**src/rtl/pbe_pkg.sv**
```systemverilog
package pbe_pkg;
  localparam int BYTE_W = 8;
  typedef logic [BYTE_W-1:0] byte_t;

  localparam byte_t START_CH    = 8'h7A;
  localparam byte_t END_CH      = 8'h7B;
  localparam byte_t CHAN_CH     = 8'h7C;
  localparam byte_t PKT_ESC_CH  = 8'h7D;
  localparam byte_t IDLE_CH     = 8'h4A;
  localparam byte_t LINK_ESC_CH = 8'h4D;
  localparam byte_t FLIP_MASK   = 8'h20;

  typedef enum logic [2:0] {
    PH_IDLE, PH_CHAN, PH_CHNUM, PH_BODY, PH_ESCB
  } phase_t;

  function automatic logic is_pkt_rsvd(byte_t b);
    return (b == START_CH) || (b == END_CH) || (b == CHAN_CH) || (b == PKT_ESC_CH);
  endfunction

  function automatic logic is_link_rsvd(byte_t b);
    return (b == IDLE_CH) || (b == LINK_ESC_CH);
  endfunction
endpackage

```
**src/rtl/pbe_hold.sv**
```systemverilog
module pbe_hold
  import pbe_pkg::*;
(
  input  logic  clk,
  input  logic  rst,
  input  logic  in_valid,
  input  byte_t in_data,
  input  logic  in_sop,
  input  logic  in_eop,
  input  logic  release_i,
  output logic  in_ready,
  output logic  cur_valid,
  output byte_t cur_data,
  output logic  cur_sop,
  output logic  cur_eop
);
  assign in_ready = !cur_valid;

  always_ff @(posedge clk) begin
    if (rst) begin
      cur_valid <= 1'b0;
      cur_data  <= '0;
      cur_sop   <= 1'b0;
      cur_eop   <= 1'b0;
    end else if (release_i) begin
      cur_valid <= 1'b0;
    end else if (in_valid && !cur_valid) begin
      cur_valid <= 1'b1;
      cur_data  <= in_data;
      cur_sop   <= in_sop;
      cur_eop   <= in_eop;
    end
  end

  // an offered byte is captured once the slot is free
  assert_hold_load_R9: assert property (@(posedge clk) disable iff (rst)
    in_valid && in_ready |=> cur_valid);
  // a held byte stays put until the encoder releases it
  assert_hold_keep_R9: assert property (@(posedge clk) disable iff (rst)
    cur_valid && !release_i |=> cur_valid && $stable(cur_data));
endmodule

```
**src/rtl/pbe_fsm.sv**
```systemverilog
module pbe_fsm
  import pbe_pkg::*;
#(
  parameter byte_t CHAN_NUM = 8'h00
)(
  input  logic  clk,
  input  logic  rst,
  input  logic  byte_req,
  input  logic  cur_valid,
  input  byte_t cur_data,
  input  logic  cur_sop,
  input  logic  cur_eop,
  output logic  release_o,
  output byte_t tx_byte
);
  phase_t phase, nxt_phase;
  logic   end_sent, nxt_end_sent;
  byte_t  tx_q, nxt_tx;
  logic   pkt_rsvd, link_rsvd;

  assign pkt_rsvd  = is_pkt_rsvd(cur_data);
  assign link_rsvd = is_link_rsvd(cur_data);
  assign tx_byte   = tx_q;

  always_comb begin
    nxt_phase    = phase;
    nxt_end_sent = end_sent;
    nxt_tx       = tx_q;
    release_o    = 1'b0;
    case (phase)
      PH_IDLE: begin
        if (cur_valid && !cur_sop) release_o = 1'b1;
        if (byte_req) begin
          if (cur_valid && cur_sop) begin
            nxt_tx    = START_CH;
            nxt_phase = PH_CHAN;
          end else begin
            nxt_tx = IDLE_CH;
          end
        end
      end
      PH_CHAN: if (byte_req) begin
        nxt_tx    = CHAN_CH;
        nxt_phase = PH_CHNUM;
      end
      PH_CHNUM: if (byte_req) begin
        nxt_tx    = CHAN_NUM;
        nxt_phase = PH_BODY;
      end
      PH_BODY: if (byte_req) begin
        if (!cur_valid) begin
          nxt_tx = IDLE_CH;
        end else if (cur_eop && !end_sent) begin
          nxt_tx       = END_CH;
          nxt_end_sent = 1'b1;
        end else if (pkt_rsvd || link_rsvd) begin
          nxt_tx    = pkt_rsvd ? PKT_ESC_CH : LINK_ESC_CH;
          nxt_phase = PH_ESCB;
        end else begin
          nxt_tx       = cur_data;
          release_o    = 1'b1;
          nxt_end_sent = 1'b0;
          nxt_phase    = cur_eop ? PH_IDLE : PH_BODY;
        end
      end
      PH_ESCB: if (byte_req) begin
        nxt_tx       = cur_data ^ FLIP_MASK;
        release_o    = 1'b1;
        nxt_end_sent = 1'b0;
        nxt_phase    = cur_eop ? PH_IDLE : PH_BODY;
      end
      default: nxt_phase = PH_IDLE;
    endcase
  end

  always_ff @(posedge clk) begin
    if (rst) begin
      phase    <= PH_IDLE;
      end_sent <= 1'b0;
      tx_q     <= IDLE_CH;
    end else begin
      phase    <= nxt_phase;
      end_sent <= nxt_end_sent;
      tx_q     <= nxt_tx;
    end
  end

  // output only moves on a request edge
  assert_stable_R8: assert property (@(posedge clk) disable iff (rst)
    !byte_req |=> $stable(tx_byte));
  // channel character follows the start character
  assert_chan_R2: assert property (@(posedge clk) disable iff (rst)
    byte_req && phase == PH_CHAN |=> tx_byte == CHAN_CH);
  // the byte after a prefix is never itself a reserved value
  assert_escb_R3: assert property (@(posedge clk) disable iff (rst)
    byte_req && phase == PH_ESCB |=> !is_pkt_rsvd(tx_byte) && !is_link_rsvd(tx_byte));
  // second half of an escape always has its byte still held
  assert_escb_held_R9: assert property (@(posedge clk) disable iff (rst)
    phase == PH_ESCB |-> cur_valid);
  // starved packet sends idle
  assert_starve_R7: assert property (@(posedge clk) disable iff (rst)
    byte_req && phase == PH_BODY && !cur_valid |=> tx_byte == IDLE_CH);
endmodule

```
**src/rtl/pkt_byte_escaper.sv**
```systemverilog
module pkt_byte_escaper
  import pbe_pkg::*;
#(
  parameter logic [7:0] CHAN_NUM = 8'h00
)(
  input  logic       clk,
  input  logic       rst,
  input  logic       in_valid,
  output logic       in_ready,
  input  logic [7:0] in_data,
  input  logic       in_sop,
  input  logic       in_eop,
  input  logic       byte_req,
  output logic [7:0] tx_byte
);
  logic  cur_valid, cur_sop, cur_eop, release_w;
  byte_t cur_data;

  pbe_hold u_hold (
    .clk(clk), .rst(rst), .in_valid(in_valid), .in_data(in_data),
    .in_sop(in_sop), .in_eop(in_eop), .release_i(release_w),
    .in_ready(in_ready), .cur_valid(cur_valid), .cur_data(cur_data),
    .cur_sop(cur_sop), .cur_eop(cur_eop)
  );

  pbe_fsm #(.CHAN_NUM(CHAN_NUM)) u_fsm (
    .clk(clk), .rst(rst), .byte_req(byte_req), .cur_valid(cur_valid),
    .cur_data(cur_data), .cur_sop(cur_sop), .cur_eop(cur_eop),
    .release_o(release_w), .tx_byte(tx_byte)
  );
endmodule

```
**config.mk**
```make
export PLATFORM = sky130hd
export DESIGN_NAME = pkt_byte_escaper
export DESIGN_NICKNAME = d
export VERILOG_FILES = /design/src/rtl/pbe_pkg.sv /design/src/rtl/pbe_hold.sv /design/src/rtl/pbe_fsm.sv /design/src/rtl/pkt_byte_escaper.sv
export SDC_FILE = /design/constraint.sdc
export NUM_CORES = 1
export LEC_CHECK = 0
export BUFFER_PORTS_ARGS = -buffer_cell sky130_fd_sc_hd__buf_2
export CORE_MARGIN = 1.5
export CORE_UTILIZATION = 50
export DETAILED_ROUTE_END_ITERATION = 12
export PLACE_DENSITY_LB_ADDON = 0.05
export SLEW_MARGIN = 20
export SYNTH_ARGS = -nofsm -noshare
export SYNTH_HDL_FRONTEND = slang
export SYNTH_HIERARCHICAL = 1
export SYNTH_SLANG_ARGS = --single-unit
```
**constraint.sdc**
```tcl
create_clock -name clk -period 1.8 [get_ports clk]
set_input_delay 0.36 -clock clk [delete_from_list [all_inputs] [get_ports clk]]
set_output_delay 0.36 -clock clk [all_outputs]
set_load 0.005 [all_outputs]
```
==> reports/qor.txt <==
status -> complete, but fails checks
failing checks -> negative setup slack
XOR/XNOR share of the synthesized area -> 0.0119
Initial Util -> 0.528
Clock Tree Buf Depth -> 2
final setup fails -> 10
overflow left after global routing -> 0
crit start category -> flip-flop
cts hold-fix bufs -> 0
total power -> 1000 uW
post-placement worst setup slack -> -0.241 ns
PortBufs -> 22
largest family of logic cells by synthesized area -> simple AND/OR/NAND/NOR gates
vias in the first global route -> 1342
first-pass GRT wire length -> 6130 um
Synthesized Nets -> 198
final hold violation count -> 0
core area -> 2780 um2
Synth top cells by count -> dfxtp_1, nand2b_1, o21ai_0
number of antenna diodes -> 0
clock power share -> 0.242
cell leakage power -> 0.000709 uW
Worst Hold Depth -> 3
max_cap viols -> 0
Mapped Area -> 1470 um2
power density over cell area -> 566 nW/um2
final core utilization -> 0.638
Highest Clock Rate -> 0.492 GHz
Warnings, synthesis -> 6
final setup TNS -> -2.14 ns
top cells by area, synth -> dfxtp_1, nand2b_1, mux2i_1, o21ai_0, a21oi_1
WL final -> 3670 um
Primary FF master, synth -> dfxtp_1
Worst setup EP type -> flip-flop
clk sink count -> 23
Min-Delay Path Class -> in2reg
area leader, netlist -> dfxtp_1
final clock skew -> 0.00685 ns
Sw Ratio -> 0.283
routed len/inst -> 14.8 um
worst skew pair latency -> 0.31 ns
Switching Power -> 284 uW
routed vias/inst -> 5.87
DRT Pass-1 Iters -> 4
Pint -> 720 uW
drt drc -> 0
Gate Count Post-Synth -> 184
Seq pwr share -> 0.551
slew of the pin with the lowest slew margin -> 0.389 ns
Worst Slack Setup Final -> -0.232 ns
Synth top area share -> 0.314
clock transition time at the flip-flop clock pins of the worst setup and hold paths -> 0.13 ns
crit path time final -> 2.03 ns
fin nets -> 233
Crit Path Category -> reg2reg
CP Max Fanout -> 10
via count -> 1462
post-route ant nets -> 0
Worst Path Arrival -> 2.28 ns
mux cell area share after synthesis -> 0.0682
final worst path period share -> 1.13
CTS tree -> done
htree depth -> 1
total I/O pin count -> 23
share of cells above drive strength 1 -> 0.266
root buffer cell -> clkbuf_4
Die Y -> 57.2 um
compound-cell area share of the yosys netlist -> 0.253
Max VDD drop -> 507 uV
Comb power frac -> 0.206
initial antenna violation count -> 0
row count -> 19
Final HPWL DP -> 2710 um
Post-synth EDFFs -> 0
Final GP Congestion -> 0.853
post-synthesis simple-gate area fraction -> 0.286
Syn Area/Cell -> 7.98 um2
Die Width -> 57.2 um
Max Slew Vio Count -> 0
Num CTS Buffers -> 3
post-synthesis sequential area ratio -> 0.314
GRT Util Overall -> 0.234
CP required -> 2.04 ns
relative slew slack -> 0.740
FF-to-FF path depth -> 7
Async SR Flop Fraction -> 0
pin count of the biggest net entering global routing -> 29
Iteration-0 DRC Markers -> 87
Adder-Cell Fraction of Synth Area -> 0
Layout area overhead -> 21.0%
DIE AREA -> 3270 um2
synth unique cells -> 45
#FFs+latches synth -> 23
RSZ-0062 raised after global routing -> true
layer usage:
metal,track usage,vias to the layer above,share of wire
met2,0.381,64,0.47
met5,0,-,0
met4,0.0930,0,0.0087
li1,-,737,-
met1,0.319,657,0.47
met3,0.0272,4,0.058
power by group through the flow:
stage / Clock (uW) / Combinational [uW] / Sequential, uW
floorplan: 0 / 120 / 568
global placement: 0 / 194 / 565
detailed placement: 0 / 201 / 566
CTS: 247 / 205 / 555
global route: 270 / 228 / 558
finish: 243 / 207 / 554
layout by cell type (no fill, tap or decap), drive strengths merged, types with 3 or more instances in the layout:
cell type  count
buf           43
nand2b        23
dfxtp         23
o21ai         13
inv           11
a21oi         10
nor2          10
mux2i         10
nand2          9
nand3b         4
nor3           4
nand3          4
a31oi          4
clkbuf         4
nor3b          4
a21boi         4
a32oi          3
or3b           3
logic make-up (layout without fill, tap and decap cells):
logic type	count (synthesis)	in the layout
XOR/XNOR	2	2
AO/OA/AOI/OAI	54	54
buffers and inverters	24	58
multiplexers	10	10
flip-flops	23	23
AND/OR/NAND/NOR	71	71
worst max-delay path, cell delays in order, from the launching register on:
cell and delay, ns:
dfxtp_2 0.35, or3_2 0.49, a211o_1 0.29, nand3b_1 0.14
o31ai_2 0.11, nor3b_2 0.20, buf_6 0.19, mux2i_1 0.20
state kept, by name, indices dropped and copies added (netlist names):
name,flops
u_hold/cur_data,8
u_fsm/tx_byte,8
u_hold/cur_eop,1
u_hold/cur_sop,1
u_fsm/end_sent,1
u_hold/cur_valid,1
u_fsm/phase,3
layout make-up:
cell class / count / area (um2)
fill: 253 / 1010
multi-input combinational: 137 / 916
sequential: 23 / 469
timing repair buffer: 43 / 284
inverter: 11 / 41.3
tap: 31 / 38.8
clock buffer: 4 / 26.3
per-stage QoR:
| step | std cells | hold WS, ns | area (um2) |
|---|---|---|---|
| 6_report | 249 | 0.286 | 1780 |
| 5_1_grt | 249 | 0.283 | 1780 |
| 4_1_cts | 249 | 0.282 | 1760 |
| 3_5_place_dp | 245 | 0.455 | 1720 |
| 3_3_place_gp | 245 | 0.445 | 1720 |
| 2_1_floorplan | 184 | 0.457 | 1470 |
what timing repair did:
item / 4_1_cts / 5_1_grt
pin swaps: 1 / 0
setup endpoints to repair: 11 / 14
setup buffers: 0 / 0
gates resized for setup: 2 / 9
final timing paths:
path / endpoint / slack, ns / start
worst max-delay path: u_hold/cur_data[0] / -0.23 / u_hold/cur_data[0]
worst min-delay path: u_hold/cur_sop / 0.29 / in_sop
worst max register to register: u_hold/cur_data[0] / -0.23 / u_hold/cur_data[0]
worst min register to register: u_fsm/tx_byte[4] / 0.49 / u_fsm/tx_byte[4]
Power figures use the tool's default switching activity.
